--- config.mk ---
export PLATFORM = sky130hd
export DESIGN_NAME = loop_branch_ctrl
export DESIGN_NICKNAME = d
export VERILOG_FILES = /design/src/rtl/lbc_pkg.sv /design/src/rtl/lbc_decide.sv /design/src/rtl/lbc_counters.sv /design/src/rtl/lbc_resp_reg.sv /design/src/rtl/loop_branch_ctrl.sv
export SDC_FILE = /design/constraint.sdc
export NUM_CORES = 1
export LEC_CHECK = 0
export BUFFER_PORTS_ARGS = -buffer_cell sky130_fd_sc_hd__buf_2
export CAP_MARGIN = 40
export CORE_UTILIZATION = 47
export DETAILED_ROUTE_END_ITERATION = 10
export PLACE_DENSITY = 0.85
export SETUP_SLACK_MARGIN = 0.15
export SKIP_LAST_GASP = 1
export SYNTH_ARGS = -nofsm -noshare
export SYNTH_HDL_FRONTEND = slang
export SYNTH_SLANG_ARGS = --single-unit
--- constraint.sdc ---
create_clock -name clk_i -period 2.06 [get_ports clk_i]
set_clock_uncertainty 0.2 [all_clocks]
set_input_delay 0.103 -clock clk_i [delete_from_list [all_inputs] [get_ports clk_i]]
set_output_delay 0.103 -clock clk_i [all_outputs]
set_load 0.1 [all_outputs]
--- src/rtl/lbc_pkg.sv ---
package lbc_pkg;
  typedef enum logic {
    BR_CONT = 1'b0,
    BR_EXIT = 1'b1
  } br_kind_e;

  typedef struct packed {
    logic valid;
    logic taken;
    logic rotate;
    logic stage_bit;
  } br_resp_t;
endpackage

--- src/rtl/lbc_decide.sv ---
module lbc_decide #(
  parameter int LC_W = 16,
  parameter int EC_W = 8
) (
  input  logic [LC_W-1:0] lc_i,
  input  logic [EC_W-1:0] ec_i,
  output logic            cont_o,
  output logic            stage_bit_o,
  output logic [LC_W-1:0] lc_nx_o,
  output logic [EC_W-1:0] ec_nx_o
);
  localparam logic [EC_W-1:0] EcOne = EC_W'(1);

  always_comb begin
    lc_nx_o     = lc_i;
    ec_nx_o     = ec_i;
    cont_o      = 1'b0;
    stage_bit_o = 1'b0;
    if (lc_i != '0) begin
      lc_nx_o     = lc_i - LC_W'(1);
      cont_o      = 1'b1;
      stage_bit_o = 1'b1;
    end else if (ec_i > EcOne) begin
      ec_nx_o = ec_i - EcOne;
      cont_o  = 1'b1;
    end else begin
      ec_nx_o = '0; // final drain step, or already empty
    end
  end

  always_comb begin
    a_bit_needs_cont_r3: assert (!stage_bit_o || cont_o);
  end
endmodule

--- src/rtl/lbc_counters.sv ---
module lbc_counters #(
  parameter int LC_W = 16,
  parameter int EC_W = 8
) (
  input  logic            clk_i,
  input  logic            rst_ni,
  input  logic            wr_en_i,
  input  logic            wr_sel_i,
  input  logic [LC_W-1:0] wr_data_i,
  input  logic            br_go_i,
  input  logic [LC_W-1:0] lc_nx_i,
  input  logic [EC_W-1:0] ec_nx_i,
  output logic [LC_W-1:0] lc_o,
  output logic [EC_W-1:0] ec_o
);
  logic [LC_W-1:0] lc_q;
  logic [EC_W-1:0] ec_q;

  always_ff @(posedge clk_i or negedge rst_ni) begin
    if (!rst_ni) begin
      lc_q <= '0;
      ec_q <= '0;
    end else if (wr_en_i) begin
      if (wr_sel_i) ec_q <= wr_data_i[EC_W-1:0];
      else          lc_q <= wr_data_i;
    end else if (br_go_i) begin
      lc_q <= lc_nx_i;
      ec_q <= ec_nx_i;
    end
  end

  assign lc_o = lc_q;
  assign ec_o = ec_q;

  p_lc_dec_r3: assert property (@(posedge clk_i) disable iff (!rst_ni)
    (br_go_i && !wr_en_i && lc_q != '0) |=> (lc_q == $past(lc_q) - LC_W'(1)) && $stable(ec_q));
  p_ec_dec_r4: assert property (@(posedge clk_i) disable iff (!rst_ni)
    (br_go_i && !wr_en_i && lc_q == '0 && ec_q > EC_W'(1)) |=> ec_q == $past(ec_q) - EC_W'(1));
  p_ec_floor_r5: assert property (@(posedge clk_i) disable iff (!rst_ni)
    (br_go_i && !wr_en_i && lc_q == '0 && ec_q <= EC_W'(1)) |=> ec_q == '0);
  p_wr_lc_r2: assert property (@(posedge clk_i) disable iff (!rst_ni)
    (wr_en_i && !wr_sel_i) |=> (lc_q == $past(wr_data_i)) && $stable(ec_q));
  p_wr_ec_r8: assert property (@(posedge clk_i) disable iff (!rst_ni)
    (wr_en_i && wr_sel_i) |=> (ec_q == $past(wr_data_i[EC_W-1:0])) && $stable(lc_q));
endmodule

--- src/rtl/lbc_resp_reg.sv ---
module lbc_resp_reg
  import lbc_pkg::*;
(
  input  logic     clk_i,
  input  logic     rst_ni,
  input  logic     br_go_i,
  input  br_kind_e kind_i,
  input  logic     cont_i,
  input  logic     stage_bit_i,
  output br_resp_t resp_o
);
  br_resp_t resp_q;
  logic     kind_q;

  always_ff @(posedge clk_i or negedge rst_ni) begin
    if (!rst_ni) begin
      resp_q <= '0;
      kind_q <= 1'b0;
    end else begin
      kind_q <= kind_i;
      if (br_go_i) begin
        resp_q.valid     <= 1'b1;
        resp_q.rotate    <= cont_i;
        resp_q.stage_bit <= stage_bit_i;
        resp_q.taken     <= (kind_i == BR_EXIT) ? !cont_i : cont_i;
      end else begin
        resp_q <= '0;
      end
    end
  end

  assign resp_o = resp_q;

  p_quiet_r9: assert property (@(posedge clk_i) disable iff (!rst_ni)
    !resp_q.valid |-> !(resp_q.taken || resp_q.rotate || resp_q.stage_bit));
  p_pulse_r9: assert property (@(posedge clk_i) disable iff (!rst_ni)
    !br_go_i |=> !resp_q.valid);
  p_flavour_r7: assert property (@(posedge clk_i) disable iff (!rst_ni)
    resp_q.valid |-> (resp_q.taken == (resp_q.rotate ^ kind_q)));
  p_bit_rot_r3: assert property (@(posedge clk_i) disable iff (!rst_ni)
    resp_q.stage_bit |-> resp_q.rotate);
endmodule

--- src/rtl/loop_branch_ctrl.sv ---
module loop_branch_ctrl
  import lbc_pkg::*;
#(
  parameter int LC_W = 16,
  parameter int EC_W = 8
) (
  input  logic            clk_i,
  input  logic            rst_ni,
  input  logic            wr_en_i,
  input  logic            wr_sel_i,
  input  logic [LC_W-1:0] wr_data_i,
  input  logic            br_i,
  input  logic            br_kind_i,
  output logic            resp_valid_o,
  output logic            taken_o,
  output logic            rotate_o,
  output logic            stage_bit_o,
  output logic [LC_W-1:0] loop_cnt_o,
  output logic [EC_W-1:0] epi_cnt_o
);
  logic            br_go;
  logic            cont;
  logic            sbit;
  logic [LC_W-1:0] lc, lc_nx;
  logic [EC_W-1:0] ec, ec_nx;
  br_resp_t        resp;

  assign br_go = br_i && !wr_en_i; // write wins a collision

  lbc_decide #(.LC_W(LC_W), .EC_W(EC_W)) u_decide (
    .lc_i(lc), .ec_i(ec), .cont_o(cont), .stage_bit_o(sbit),
    .lc_nx_o(lc_nx), .ec_nx_o(ec_nx)
  );

  lbc_counters #(.LC_W(LC_W), .EC_W(EC_W)) u_cnt (
    .clk_i(clk_i), .rst_ni(rst_ni), .wr_en_i(wr_en_i), .wr_sel_i(wr_sel_i),
    .wr_data_i(wr_data_i), .br_go_i(br_go), .lc_nx_i(lc_nx), .ec_nx_i(ec_nx),
    .lc_o(lc), .ec_o(ec)
  );

  lbc_resp_reg u_resp (
    .clk_i(clk_i), .rst_ni(rst_ni), .br_go_i(br_go),
    .kind_i(br_kind_e'(br_kind_i)), .cont_i(cont), .stage_bit_i(sbit),
    .resp_o(resp)
  );

  assign resp_valid_o = resp.valid;
  assign taken_o      = resp.taken;
  assign rotate_o     = resp.rotate;
  assign stage_bit_o  = resp.stage_bit;
  assign loop_cnt_o   = lc;
  assign epi_cnt_o    = ec;

  p_collide_r8: assert property (@(posedge clk_i) disable iff (!rst_ni)
    (wr_en_i && br_i) |=> !resp_valid_o);

  initial begin
    a_widths_r2: assert (EC_W <= LC_W && EC_W > 1);
  end
endmodule

==> results.md <==
* WL/cell at between 15 and 20 um
* Most frequent cells in the layout: buf_2, buf_4, nor2_1
* Setup ws final at -0.0478 ns
* Top Family by Delay on Critical Path: simple AND/OR/NAND/NOR gates
* Area added between synthesis and finish at 51.6%
* HP Class: input port to flip-flop
* RSZ-0062 raised after global routing: yes
* Top cells by area, synth: dfrtp_1, nor2_1, nor3_1
* Final Max Slew Viols at 0
* Post-route minimum period at approximately 2.1 ns
* Final Power at 2.57 mW
* Final hold violations at 0
* Buf/Inv on CP at 1
* Via count at ~2.1k
* Bufs on Longest Clock Path at 2
* Required time worst endpoint at roughly 2.1 ns
* CTS tree: done
* Failing checks: setup timing
* Routability congestion estimate at between 0.9 and 1
* Maximum VDD drop at between 0.0006 and 0.0007 V
* Most common cell after layout, fill and taps aside: buf_2
* Fmax at between 0.4 and 0.5 GHz
* Pin count of the biggest net entering global routing at 40
* Crit path arrival time at between 2 and 2.5 ns
* CP max-delay cell: dfrtp_4
* Die area at between 4000 and 5000 um^2
* CTS H-Tree Depth at 1
* Crit path cell chain: or3_4 -> nand3b_4 -> buf_4 -> nor3_1 -> nand4b_1 -> a31oi_1
* Antenna cell count at 0
* FP Rows at 22
* Die H at between 60 and 70 um
* Initial DRC count at 119
* Slew margin rel. at between 50% and 60%
* TritonCTS Buffers at 3
* Antenna violations before repair at 0
* Post-synth top flop: dfrtp_1
* Global Route Usage Sum at a little under 30%
* Worst Setup End Kind: flip-flop
* Syn. warnings at 0
* Power Density at just over 900 nW/um^2
* Syn Inst Count at ~210
* Hpwl dp at 3970 um
* CP max stage delay at 0.49 ns
* Overflow left after global routing at 0
* Tightest Pin Transition at 0.650 ns
* Starting Density at between 40% and 50%
* # DRC at 0
* Antenna Nets Post-Route at 0
* TritonRoute pass-1 iters at 5
* Max Fanout on Critical Path at 4
* Area share of the largest cell type after synthesis at between 30% and 40%
* Max-cap violations at 0
* Final setup violation count at 3
* Share of cells above drive strength 1 at between 40% and 50%
* Worst-skew pair later-pin latency at about 0.29 ns
* Vias per inst at just under 6
* Async set-reset flop share out of synthesis at between 90% and 100%
* Post-synth EDFFs at 0
* Number of global-route vias before repair at about 2k
* IO Pins at 50
* Crit path kind: flip-flop to flip-flop
* Die X at roughly 64 um
* Filler cells at roughly 260
* Setup TNS at -0.0565 ns
* Multi-input logic area at 1170 um^2
* Worst Setup Start Kind: flip-flop
* Final wirelength at just under 6000 um
* Status: finished, violations left
* Mapped Area at between 1500 and 2000 um^2
* Synth unique cells at 51
* Seq/Total Area, Yosys at approximately two fifths
* Fin crit share at 102%
* Register area at 751 um^2
* Leakage power at approximately 1.2 nW
* CTS Sinks at 28
* Reg clk slew, reported paths at roughly 0.10 ns
* First-pass GRT wire length at slightly above 9000 um
* Avg Inst Size Synth at 8.71 um^2
* Flops & latches, synth at 28
* Net count of the finished layout at 329
* CTS root buf: clkbuf_8
* Syn Nets at about 240
* Port-buffer cells at between 40 and 50
* Leading area contributor after synthesis: dfrtp_1
* CORE AREA at 3690 um^2
## through the flow
step | utilization (%) | area [um^2] | hold WS, ns | cells | setup WS, ns
2_1_floorplan | - | 1910 | -0.393 | 209 | -0.123
6_report | 74.8 | 2760 | 0.00159 | 350 | -0.0478
5_1_grt | 74.8 | 2760 | 0.0249 | 350 | -0.0842
4_1_cts | 72.4 | 2670 | 0.00641 | 348 | 0.0166
3_3_place_gp | 64.0 | 2360 | -0.0509 | 322 | 0.00529
3_5_place_dp | 64.0 | 2360 | -0.0433 | 322 | -0.0227
## cell usage after synthesis, drive strengths merged, types with 2 or more instances
cell and n:
dfrtp 28, nor2 27, nor3 18, a21oi 14
nand2 12, inv 11, o21ai 11, a22oi 7
o22ai 7, clkbuf 6, nand3 6, a31oi 5
a32oi 5, a211oi 4, and2 4, ha 4
and3 3, buf 3, nor3b 3, nor4 3
o221ai 3, a41oi 2, nand2b 2, nand4 2
o22a 2, o2bb2ai 2
## repair_timing
action / in CTS / in global routing
endpoints found under the hold margin: 44 / 0
setup buffers: 5 / 2
hold buffers: 17 / 0
endpoints found under the setup margin: 25 / 26
pin swaps: 4 / 6
resized for setup: 10 / 16
## path summary, 6_finish.rpt
kind / to / from / slack (ns) / depth (start not counted)
worst max register to register: u_cnt.ec_o[2]$_DFFE_PN0P_ / u_cnt.lc_o[15]$_DFFE_PN0P_ / -0.05 / 6
worst min register to register: u_cnt.lc_o[12]$_DFFE_PN0P_ / u_cnt.lc_o[12]$_DFFE_PN0P_ / 0.35 / 1
min in group asynchronous: u_cnt.lc_o[15]$_DFFE_PN0P_ / rst_ni / 0.17 / 2
worst max-delay path: u_cnt.ec_o[2]$_DFFE_PN0P_ / u_cnt.lc_o[15]$_DFFE_PN0P_ / -0.05 / 6
max in group asynchronous: u_cnt.lc_o[1]$_DFFE_PN0P_ / rst_ni / 1.01 / 2
worst min-delay path: u_resp.resp_o[2]$_DFF_PN0_ / br_i / 0.002 / 3
## sequential cells by signal (all words and copies together) (netlist names)
signal	flops
u_cnt.ec_o	8
u_resp.resp_o	4
u_cnt.lc_o	16
## cell families after synthesis
group / synth area share (%)
buffers and inverters: 5.36
xor gates and xnor gates: 0.481
DFF: 38.5
adders and majority gates: 2.75
and+or+nand+nor: 25.4
AOI/OAI and AO/OA: 27.6
## worst register-to-register path, cell delays in order (launching register included)
cell and delay [ns]:
dfrtp_4 0.49, or3_4 0.39, nand3b_4 0.19, buf_4 0.17
nor3_1 0.26, nand4b_1 0.15, a31oi_1 0.18
## routing by layer
| metal | track usage [%] | wire [um] |
|---|---|---|
| met3 | 4.11 | 467 |
| met2 | 47.1 | 2820 |
| met5 | 0 | 0 |
| met1 | 39.3 | 2400 |
| met4 | 12.5 | 91 |
## report_power, final
group	switching, mW	total (mW)	internal (mW)
clock	0.184	0.356	0.172
combinational	1.04	1.38	0.342
sequential	0.156	0.832	0.676
total	1.38	2.57	1.19
## area by class of cell
class	instances	share of cell area, %
Clock buffer	4	1.99
Inverter	12	1.72
Timing Repair Buffer	98	24.6
Tap cell	48	2.18
Sequential cell	28	27.2
Multi-Input combinational cell	160	42.3
No activity file was read; power rests on OpenSTA's default activity.
